File: src/rtl/scs_pkg.sv
package scs_pkg;
    localparam int WORD_BYTES    = 4;
    localparam int SLOTS_PER_REG = 3;

    typedef enum logic {
        RD_IDLE = 1'b0,
        RD_DONE = 1'b1
    } rd_state_t;

    // word slot order inside one register's triple
    typedef enum logic [1:0] {
        SLOT_SET = 2'd0,
        SLOT_CLR = 2'd1,
        SLOT_STS = 2'd2
    } slot_t;

    function automatic int slot_word(input int reg_idx, input slot_t s);
        return reg_idx * SLOTS_PER_REG + int'(s);
    endfunction
endpackage

File: src/rtl/scs_decode.sv
module scs_decode
    import scs_pkg::*;
#(
    parameter int NUM_REGS = 4,
    parameter int ADDR_W   = 14
) (
    input  logic                clk,
    input  logic                rst,
    input  logic                sel,
    input  logic                we,
    input  logic [ADDR_W-1:0]   addr,
    output logic [NUM_REGS-1:0] set_wr,
    output logic [NUM_REGS-1:0] clr_wr,
    output logic [NUM_REGS-1:0] sts_rd
);
    localparam int SHIFT = $clog2(WORD_BYTES);

    logic [ADDR_W-1:0] word_idx;
    assign word_idx = addr >> SHIFT;

    for (genvar i = 0; i < NUM_REGS; i++) begin : g_slot
        localparam logic [ADDR_W-1:0] W_SET = ADDR_W'(slot_word(i, SLOT_SET));
        localparam logic [ADDR_W-1:0] W_CLR = ADDR_W'(slot_word(i, SLOT_CLR));
        localparam logic [ADDR_W-1:0] W_STS = ADDR_W'(slot_word(i, SLOT_STS));
        assign set_wr[i] = sel && we  && (word_idx == W_SET);
        assign clr_wr[i] = sel && we  && (word_idx == W_CLR);
        assign sts_rd[i] = sel && !we && (word_idx == W_STS);
    end

    // one address reaches at most one slot of one register
    a_r1_one_slot: assert property (@(posedge clk) disable iff (rst)
        $onehot0({set_wr, clr_wr, sts_rd}));
    // nothing is decoded without select
    a_r5_idle_no_hit: assert property (@(posedge clk) disable iff (rst)
        !sel |-> ({set_wr, clr_wr, sts_rd} == '0));
endmodule

File: src/rtl/scs_bitreg.sv
module scs_bitreg #(
    parameter int DATA_W = 32
) (
    input  logic              clk,
    input  logic              rst,
    input  logic              set_en,
    input  logic              clr_en,
    input  logic [DATA_W-1:0] wdata,
    input  logic [DATA_W-1:0] hw_clr,
    output logic [DATA_W-1:0] q
);
    logic [DATA_W-1:0] set_mask;
    logic [DATA_W-1:0] clr_mask;
    logic [DATA_W-1:0] q_next;

    always_comb begin
        set_mask = set_en ? wdata : '0;
        clr_mask = (clr_en ? wdata : '0) | hw_clr;
        // clear is applied last so it wins
        q_next   = (q | set_mask) & ~clr_mask;
    end

    always_ff @(posedge clk) begin
        if (rst) q <= '0;
        else     q <= q_next;
    end

    // set bits become one unless hardware clears them
    a_r2_set_ones: assert property (@(posedge clk) disable iff (rst)
        set_en |=> ((q & ($past(wdata) & ~$past(hw_clr))) == ($past(wdata) & ~$past(hw_clr))));
    // clear bits become zero
    a_r3_clear_ones: assert property (@(posedge clk) disable iff (rst)
        clr_en |=> ((q & $past(wdata)) == '0));
    // untouched bits hold their value
    a_r4_zero_holds: assert property (@(posedge clk) disable iff (rst || $past(rst))
        1'b1 |=> (((q ^ $past(q)) &
                   ~(($past(set_en) || $past(clr_en)) ? $past(wdata) : '0) &
                   ~$past(hw_clr)) == '0));
    // hardware clear beats any set
    a_r7_hw_clear_wins: assert property (@(posedge clk) disable iff (rst)
        (hw_clr != '0) |=> ((q & $past(hw_clr)) == '0));
    // reset empties the register
    a_r9_reset_zero: assert property (@(posedge clk)
        rst |=> (q == '0));
endmodule

File: src/rtl/scs_rdpath.sv
module scs_rdpath
    import scs_pkg::*;
#(
    parameter int NUM_REGS = 4,
    parameter int DATA_W   = 32
) (
    input  logic                         clk,
    input  logic                         rst,
    input  logic                         rd_req,
    input  logic [NUM_REGS-1:0]          sts_rd,
    input  logic [NUM_REGS*DATA_W-1:0]   regs,
    output logic [DATA_W-1:0]            rdata
);
    rd_state_t         state_q;
    rd_state_t         state_d;
    logic [DATA_W-1:0] mux_val;
    logic [DATA_W-1:0] cap_q;

    always_comb begin
        mux_val = '0;
        for (int i = 0; i < NUM_REGS; i++) begin
            if (sts_rd[i]) mux_val = mux_val | regs[i*DATA_W +: DATA_W];
        end
    end

    // state transitions: read-accept / read-release
    always_comb begin
        state_d = state_q;
        unique case (state_q)
            RD_IDLE: if (rd_req)  state_d = RD_DONE;
            RD_DONE: if (!rd_req) state_d = RD_IDLE;
            default: state_d = RD_IDLE;
        endcase
    end

    always_ff @(posedge clk) begin
        if (rst) state_q <= RD_IDLE;
        else     state_q <= state_d;
    end

    always_ff @(posedge clk) begin
        if (rst)         cap_q <= '0;
        else if (rd_req) cap_q <= mux_val;
    end

    // output process
    always_comb begin
        unique case (state_q)
            RD_DONE: rdata = cap_q;
            default: rdata = '0;
        endcase
    end

    // a read is answered in the next cycle
    a_r8_read_next: assert property (@(posedge clk) disable iff (rst)
        rd_req |=> (state_q == RD_DONE));
    // bus is quiet when no read was taken
    a_r8_quiet: assert property (@(posedge clk) disable iff (rst)
        !rd_req |=> (rdata == '0));
    // at most one status slot feeds the mux
    a_r1_single_status: assert property (@(posedge clk) disable iff (rst)
        $onehot0(sts_rd));
endmodule

File: src/rtl/scs_reg_bank.sv
module scs_reg_bank
    import scs_pkg::*;
#(
    parameter int NUM_REGS = 4,
    parameter int DATA_W   = 32,
    parameter int ADDR_W   = 14
) (
    input  logic                       clk,
    input  logic                       rst,
    input  logic                       sel,
    input  logic                       we,
    input  logic [ADDR_W-1:0]          addr,
    input  logic [DATA_W-1:0]          wdata,
    output logic [DATA_W-1:0]          rdata,
    input  logic [NUM_REGS*DATA_W-1:0] hw_clr,
    output logic [NUM_REGS*DATA_W-1:0] ctrl
);
    localparam int BANK_W = NUM_REGS * DATA_W;

    logic [NUM_REGS-1:0] set_wr;
    logic [NUM_REGS-1:0] clr_wr;
    logic [NUM_REGS-1:0] sts_rd;
    logic [BANK_W-1:0]   bank_q;
    logic                rd_req;

    assign rd_req = sel && !we;

    scs_decode #(.NUM_REGS(NUM_REGS), .ADDR_W(ADDR_W)) u_dec (
        .clk    (clk),
        .rst    (rst),
        .sel    (sel),
        .we     (we),
        .addr   (addr),
        .set_wr (set_wr),
        .clr_wr (clr_wr),
        .sts_rd (sts_rd)
    );

    for (genvar i = 0; i < NUM_REGS; i++) begin : g_reg
        scs_bitreg #(.DATA_W(DATA_W)) u_reg (
            .clk    (clk),
            .rst    (rst),
            .set_en (set_wr[i]),
            .clr_en (clr_wr[i]),
            .wdata  (wdata),
            .hw_clr (hw_clr[i*DATA_W +: DATA_W]),
            .q      (bank_q[i*DATA_W +: DATA_W])
        );
    end

    scs_rdpath #(.NUM_REGS(NUM_REGS), .DATA_W(DATA_W)) u_rd (
        .clk    (clk),
        .rst    (rst),
        .rd_req (rd_req),
        .sts_rd (sts_rd),
        .regs   (bank_q),
        .rdata  (rdata)
    );

    assign ctrl = bank_q;

    // status and unmapped writes leave the bank alone
    a_r5_no_stray_write: assert property (@(posedge clk) disable iff (rst)
        (set_wr == '0 && clr_wr == '0 && hw_clr == '0) |=> $stable(ctrl));
    // reads that hit no status slot return zero
    a_r6_zero_read: assert property (@(posedge clk) disable iff (rst)
        (rd_req && sts_rd == '0) |=> (rdata == '0));
endmodule

File: config.mk
export PLATFORM = sky130hd
export DESIGN_NAME = scs_reg_bank
export DESIGN_NICKNAME = d
export VERILOG_FILES = /design/src/rtl/scs_pkg.sv /design/src/rtl/scs_decode.sv /design/src/rtl/scs_bitreg.sv /design/src/rtl/scs_rdpath.sv /design/src/rtl/scs_reg_bank.sv
export SDC_FILE = /design/constraint.sdc
export NUM_CORES = 1
export LEC_CHECK = 0
export BUFFER_PORTS_ARGS = -buffer_cell sky130_fd_sc_hd__buf_2
export CORE_UTILIZATION = 25
export DETAILED_ROUTE_END_ITERATION = 8
export PLACE_DENSITY = 0.51
export SLEW_MARGIN = 15
export SYNTH_ARGS = -nofsm -noshare
export SYNTH_HDL_FRONTEND = slang
export SYNTH_SLANG_ARGS = --single-unit
File: constraint.sdc
create_clock -name clk -period 4 [get_ports clk]
set_clock_uncertainty 0.2 [all_clocks]
set_input_delay 0.6 -clock clk [delete_from_list [all_inputs] [get_ports clk]]
set_output_delay 0.6 -clock clk [all_outputs]
set_load 0.05 [all_outputs]
==> reports/results.ini, run 1 <==
[power_and_ir_drop]
p_per_area_nw_per_um2 = 345
leakagePower_uw = 0.00406
vdd_drop_max_uv = 228

[worst_setup_path]
critical_path.startpoint = addr[11]
critPathRequiredTime_ns = 4.09
cp-start-kind = input pin
r2r_start = g_reg[2].u_reg.q[21]
r2r_end = u_rd.cap_q[21]
ff2ff_setup_slack_ns = 2.77
crit_type = input pin to flop
end_kind = flop
critPathArrivalTime_ns = 3.09
critPathCapture = g_reg[3].u_reg.q[17]
cp_max_fo = 32
ff2ff_path_depth = 2

[detailed_routing]
num_vias = 8097
avgViaCountPerCell = 5.36
wl_mm = 32.2
ant_nets = 0
drc = 0
first_pass_iters = 5
dr.first_iter.drc_count = 568
wl_per_cell_um = 21.3

[floorplan]
ios = 338
coreArea_um2 = 29900
die_h_um = 177
die_x_um = 177
start_util = 0.256
fp.dieArea_um2 = 31300
rows = 63

[finish]
area_growth_pct = 34.8
drive_gt1_frac = 0.411
final_nets = 1285
fillers = 3150
stdcell_area_um2 = 10300

[yosys]
ys_ff_latch = 161
ys_warn_count = 0
syn_inst = 809
yosysUniqueCellTypes = 29
synth_edf_count = 0
synth_common_cells = dfxtp_1, a21oi_1, nor2_1, a2111oi_0, clkbuf_1
synth_top_area_share = 0.421
yosysSeqAreaShare = 0.421
avgSynthCellArea_um2 = 9.47
synth_ff_type = dfxtp_1
synthArstFlopShare = 0
synth_largest_area_cell = dfxtp_1
synth.area.top_cells = dfxtp_1, a21oi_1, a2111oi_0, a2111oi_4, nor2_1
syn-num-nets = 987
yosysMostFrequentCell = dfxtp_1
netlist_area_um2 = 7660

[grt]
grt_pass1_wl_mm = 47.8
overflow = 0
grt_max_degree = 74
grt_use_total = 0.202
grt_pass1_vias = 8033
antenna_found_initial = 2

[cts]
clock_latency_ns = 0.43
cts_tree = built
numCtsBuffers = 17
ctsHoldBuffers = 0
clock-root-buffer = clkbuf_16
cts_resized = 0
htree_levels = 4
clock_path_buffers = 2
cts_setup_buffers = 0
clkSlewWorstSetupHoldPaths_ns = 0.08
numClockSinks = 161

[outcome]
outcome = completed

[sta]
post-route-min-period_ns = 3.00
finalCritPeriodShare = 0.750
finalHoldViolCount = 0
worst_slack_ns = 0.998
rsz0062_at_grt = no
max_slew.worst_pin.slew_ns = 1.06
fmax_mhz = 333
maxSlewViolCount = 0
setup_viol = 0
relSlewSlack = 0.293
finalSetupTns_ns = 0

[place]
place_area_um2 = 9750
gp_congestion = 0.806
pre_cts_slack_ns = 0.610
hpwl_mm = 21.9
io_buffers = 335

[flow_run]
drv_cap = 0

[hold_path]
hp-class = input pin to flop

-- worst min path at each step --
stage	startpoint	endpoint	slack [ns]	depth (start not counted)
6_report	hw_clr[10]	g_reg[0].u_reg.q[10]	0.13	2
5_1_grt	hw_clr[27]	g_reg[0].u_reg.q[27]	0.1	2
4_1_cts	hw_clr[121]	g_reg[3].u_reg.q[25]	0.1	2
3_5_place_dp	u_rd.cap_q[26]	u_rd.cap_q[26]	0.29	2
2_1_floorplan	u_rd.cap_q[0]	u_rd.cap_q[0]	0.27	2
3_3_place_gp	g_reg[2].u_reg.q[12]	g_reg[2].u_reg.q[12]	0.27	2
-- critical path, stage by stage --
cell       delay (ns)
buf_2            0.09
or4_1            0.90
nor4_4           0.36
buf_4            0.52
a21oi_1          0.16
a2111oi_0        0.44
-- cell usage in the layout (no fill, tap or decap), types with 7 or more instances in the layout --
master	n
a2111oi_2	7
and2_1	32
nand2_1	34
clkbuf_16	17
a21oi_1	132
a211oi_1	32
buf_4	17
buf_2	334
a21oi_2	28
nor4_4	8
a211o_1	32
nor2_1	129
a2111oi_0	68
a222oi_1	32
a2111oi_4	21
dfxtp_1	161
-- kinds of logic (layout without fill, tap and decap cells) --
| kind of cell | count (synthesis) | in the layout | synth area share |
|---|---|---|---|
| buffers and inverters | 79 | 390 | 0.0484 |
| other | 0 | 1 | 0 |
| flip-flops | 161 | 161 | 0.421 |
| AO/OA/AOI/OAI | 352 | 352 | 0.395 |
| AND/OR/NAND/NOR | 217 | 217 | 0.136 |
-- power by group --
part	internal, uW	total (uW)	switching (uW)
Clock	831	1620	792
Combinational	114	308	194
Sequential	1620	1630	9.88
-- routing by layer --
metal | vias up | GRT usage | routed length, um
li1 | 3734 | - | -
met1 | 3902 | 0.249 | 13500
met2 | 406 | 0.337 | 15500
met3 | 53 | 0.0490 | 2500
met4 | 2 | 0.0740 | 709
met5 | - | 0 | 13
-- layout make-up --
type,count,area (um2),share of cell area
multi-input combinational,569,4120,0.400
inverter,1,3.75,0.000364
antenna,1,2.50,0.000243
clock buffer,17,425,0.0412
clock inverter,15,143,0.0138
sequential,161,3220,0.312
timing repair buffer,357,1910,0.185
tap,390,488,0.0473
-- through the flow --
step / power, uW / instances / hold slack (ns) / utilization
finish: 3560 / 1511 / 0.127 / 0.345
global route: 3710 / 1510 / 0.0991 / 0.345
CTS: 3620 / 1510 / 0.0969 / 0.345
detailed placement: 1980 / 1478 / 0.287 / 0.326
global placement: 1980 / 1478 / 0.269 / 0.326
floorplan: 1820 / 809 / 0.274 / -
-- sequential cells by signal, indices dropped and copies added (netlist names) --
| register | count |
|---|---|
| g.u_reg.q | 128 |
| u_rd.cap_q | 32 |
| u_rd.state_q | 1 |
Note: power is estimated with default switching activity, not from simulation.
==> run 2: changes to the inputs <==
Clock period 4 ns to 2.82 ns, I/O delays scaled along.
==> reports/results.ini, run 2 (synthesis results as in run 1) <==
[outcome]
outcome = completed

[detailed_routing]
dr.first_iter.drc_count = 513
wl_mm = 33.3
wl_per_cell_um = 20.4
first_pass_iters = 8
avgViaCountPerCell = 5.24
num_vias = 8536
ant_nets = 0
drc = 0

[place]
hpwl_mm = 23.5
io_buffers = 335
place_inst = 1500
gp_congestion = 0.835
place_area_um2 = 9960

[worst_setup_path]
crit_type = input pin to flop
cp_cell_sequence = buf_2 -> or4_1 -> buf_4 -> nor4_4 -> buf_4 -> a21oi_1 -> a2111oi_0
critPathRequiredTime_ns = 2.89
cpPeakStageDelay_ns = 0.53
end_kind = flop
crit_top_cell = buf_4
cp-start-kind = input pin
critPathArrivalTime_ns = 2.44
crit_slowest_cell = or4_1
cp_max_fo = 15

[finish]
drive_gt1_frac = 0.388
area_growth_pct = 50.3
layout_commonest_cell = buf_2
stdcell_area_um2 = 11500
final_cell_mix = buf_2, dfxtp_1, a21oi_1
final_nets = 1403
largest_reg_flops = 128
top_regs = g.u_reg.q x128, u_rd.cap_q x32, u_rd.state_q x1
fin_cells = 1629
top_register = g.u_reg.q

[sta]
timing.hold.ws_ns = 0.0384
maxSlewViolCount = 0
fmax_mhz = 422
relSlewSlack = 0.601
finalHoldViolCount = 0
max_slew.worst_pin.slew_ns = 0.598
post-route-min-period_ns = 2.37
setup_viol = 0
finalCritPeriodShare = 0.841
rsz0062_at_grt = no

[cts]
cts_setup_buffers = 0
htree_levels = 4
clock_latency_ns = 0.42
numCtsBuffers = 17
numClockSinks = 161
clock_path_buffers = 2
clkSlewWorstSetupHoldPaths_ns = 0.07
clock-root-buffer = clkbuf_16
cts_tree = built

[floorplan]
coreArea_um2 = 29900
die_h_um = 177
rows = 63
die_x_um = 177
start_util = 0.256
fp.dieArea_um2 = 31300
ios = 338

[flow_run]
drv_cap = 0

[grt]
grt_use_total = 0.209
grt_max_degree = 57
antenna_found_initial = 1
overflow = 0
grt_pass1_vias = 8759
grt_pass1_wl_mm = 50.0

[power_and_ir_drop]
leakagePower_uw = 0.00458
p_per_area_nw_per_um2 = 456
vdd_drop_max_uv = 357

[hold_path]
hp-class = input pin to flop

==> run 2: worst max-delay path, delay by kind of cell <==
family	cells	cell delay [ns]
AOI/OAI and AO/OA	2	0.56
buffers and inverters	3	0.61
and+or+nand+nor	2	0.82
==> run 2: final timing paths <==
path                       start              endpoint  slack (ns)  cells past startpoint
max reg2reg  g_reg[0].u_reg.q[7]   g_reg[0].u_reg.q[7]        1.56                      2
max                     addr[11]   g_reg[0].u_reg.q[7]        0.45                      7
min reg2reg        u_rd.cap_q[5]         u_rd.cap_q[5]        0.29                      2
min                   hw_clr[88]  g_reg[2].u_reg.q[24]        0.04                      3
==> run 2: repair_timing <==
item                      in CTS  in global routing
gates resized for setup        0                  0
hold buffers                  96                  0
hold endpoints to repair      96                  0
==> run 2: report_power, final <==
| group | total [uW] | internal [uW] | switching [uW] |
|---|---|---|---|
| combinational | 566 | 262 | 304 |
| sequential | 2310 | 2300 | 11.3 |
| clock | 2380 | 1330 | 1050 |
| total | 5250 | 3890 | 1370 |
==> run 2: per-layer routing <==
metal / track usage / wire length [um] / up-vias
met2: 0.358 / 16200 / 401
met1: 0.256 / 14000 / 4108
met3: 0.0423 / 2320 / 50
met4: 0.0761 / 712 / 0
met5: 0 / 0 / -
li1: - / - / 3977
==> run 2: final cells by class <==
cell class / instances / area [um2]
Antenna cell: 1 / 2.50
Multi-Input combinational cell: 569 / 4120
Timing Repair Buffer: 475 / 3090
Clock buffer: 19 / 433
Tap cell: 390 / 488
Sequential cell: 161 / 3220
Clock inverter: 13 / 151
Inverter: 1 / 3.75
Fill cell: 3080 / 18400
==> run 2: metrics by stage <==
step | setup WS [ns] | setup TNS (ns) | power [uW] | utilization
global placement | 0.0599 | 0 | 2820 | 0.334
global route | 0.241 | 0 | 5450 | 0.385
detailed placement | -0.0207 | -0.0207 | 2820 | 0.334
floorplan | 0.301 | 0 | 2580 | -
finish | 0.448 | 0 | 5250 | 0.385
CTS | 0.434 | 0 | 5330 | 0.385
==> run 3: changes to the inputs <==
Clock period 2.82 ns to 2.4 ns, I/O delays scaled along.
==> reports/results.ini, run 3 (synthesis results as in run 1) <==
[sta]
finalHoldViolCount = 0
setup_viol = 0
post-route-min-period_ns = 2.38
finalCritPeriodShare = 0.991
fmax_mhz = 421
max_slew.worst_pin.slew_ns = 0.435
worst_slack_ns = 0.0223
rsz0062_at_grt = no
maxSlewViolCount = 0
relSlewSlack = 0.702

[flow_run]
drv_cap = 0

[worst_setup_path]
crit_type = input pin to flop
cp_cell_sequence = buf_2 -> or4_1 -> buf_4 -> nor4_4 -> buf_4 -> a21oi_1 -> a2111oi_0
r2r_end = g_reg[3].u_reg.q[7]
critPathArrivalTime_ns = 2.46
ff2ff_path_depth = 2
critical_path.startpoint = addr[11]
crit_top_cell = buf_4
crit_slowest_cell = or4_1
cpPeakStageDelay_ns = 0.58
critPathCapture = g_reg[3].u_reg.q[29]
cp-start-kind = input pin
ff2ff_setup_slack_ns = 1.16
critPathRequiredTime_ns = 2.48
r2r_start = g_reg[3].u_reg.q[7]
cp_max_fo = 16
end_kind = flop

[grt]
antenna_found_initial = 2
overflow = 0
grt_max_degree = 65
grt_pass1_vias = 8647
grt_use_total = 0.215
grt_pass1_wl_mm = 50.7

[place]
hpwl_mm = 23.4
gp_congestion = 0.842
pre_cts_slack_ns = -0.379
io_buffers = 335
place_area_um2 = 10100

[hold_path]
hp-class = input pin to flop
holdPathStages = 2

[finish]
final_cell_mix = buf_2, dfxtp_1, a21oi_1
final_nets = 1441
top_regs = g.u_reg.q x128, u_rd.cap_q x32, u_rd.state_q x1
largest_reg_flops = 128
drive_gt1_frac = 0.385
top_register = g.u_reg.q
stdcell_area_um2 = 12000
area_growth_pct = 56.6
layout_commonest_cell = buf_2

[detailed_routing]
dr.first_iter.drc_count = 503
wl_per_cell_um = 20.8
num_vias = 8719
drc = 0
first_pass_iters = 6
wl_mm = 34.6
avgViaCountPerCell = 5.23
ant_nets = 0

[cts]
cts_setup_buffers = 0
numClockSinks = 161
clock_path_buffers = 2
clock-root-buffer = clkbuf_16
clkSlewWorstSetupHoldPaths_ns = 0.08
clock_latency_ns = 0.42
htree_levels = 4
numCtsBuffers = 17
cts_tree = built

[power_and_ir_drop]
p_per_area_nw_per_um2 = 534
vdd_drop_max_uv = 371
leakagePower_uw = 0.00480

[floorplan]
rows = 63
die_h_um = 177
die_x_um = 177
coreArea_um2 = 29900
ios = 338
fp.dieArea_um2 = 31300
start_util = 0.256

[outcome]
outcome = completed

[run 3: cell count changes in the layout (fill, tap and decap cells not counted), sizes merged]
cell / delta
clkinvlp: -3
buf: +6
dlygate4sd3: +32
clkbuf: -1
inv: +5
clkinv: -1
diode: +1
[run 3: stage by stage]
stage | utilization | instances | hold slack, ns | total power [uW] | TNS [ns]
2_1_floorplan | - | 809 | 0.224 | 3030 | 0
3_3_place_gp | 0.337 | 1506 | 0.283 | 3320 | -28.65
3_5_place_dp | 0.337 | 1506 | 0.286 | 3320 | -32.24
4_1_cts | 0.401 | 1666 | 0.0329 | 6470 | 0
5_1_grt | 0.401 | 1667 | 0.0457 | 6630 | 0
6_report | 0.401 | 1668 | 0.0543 | 6400 | 0
[run 3: worst min path at each step]
| stage | slack [ns] | from | endpoint |
|---|---|---|---|
| 5_1_grt | 0.05 | rst | g_reg[1].u_reg.q[19] |
| 3_3_place_gp | 0.28 | u_rd.cap_q[15] | u_rd.cap_q[15] |
| 3_5_place_dp | 0.29 | g_reg[2].u_reg.q[26] | g_reg[2].u_reg.q[26] |
| 6_report | 0.05 | rst | g_reg[1].u_reg.q[19] |
| 2_1_floorplan | 0.22 | hw_clr[42] | g_reg[1].u_reg.q[10] |
| 4_1_cts | 0.03 | rst | g_reg[1].u_reg.q[19] |
[run 3: what timing repair did]
action | 4_1_cts | 5_1_grt
setup endpoints to repair | 0 | 3
endpoints found under the hold margin | 128 | 0
hold buffers | 128 | 0
resized for setup | 0 | 3
[run 3: layout make-up]
type	instances	area [um2]
flip-flops and latches	161	3220
well taps	390	488
clock buffers	18	439
multi-input cells	569	4130
inverters	1	3.75
fillers	2976	17900
clock inverters	14	183
diodes	2	5.00
repair buffers	513	3520
[run 3: critical path: cells and delay by family]
kind            cells  cell delay [ns]
compound gates      2             0.56
buf+inv             3             0.64
simple gates        2             0.90
[run 3: where the power goes]
| part | total [uW] | internal (uW) | switching, uW |
|---|---|---|---|
| logic | 711 | 343 | 368 |
| registers | 2720 | 2700 | 16.4 |
| clock network | 2970 | 1630 | 1340 |
[run 3: metal layers]
| layer | GRT usage | wire, um |
|---|---|---|
| met1 | 0.267 | 14600 |
| met2 | 0.361 | 16700 |
| met3 | 0.0464 | 2480 |
| met4 | 0.0815 | 863 |
| met5 | 0 | 13 |
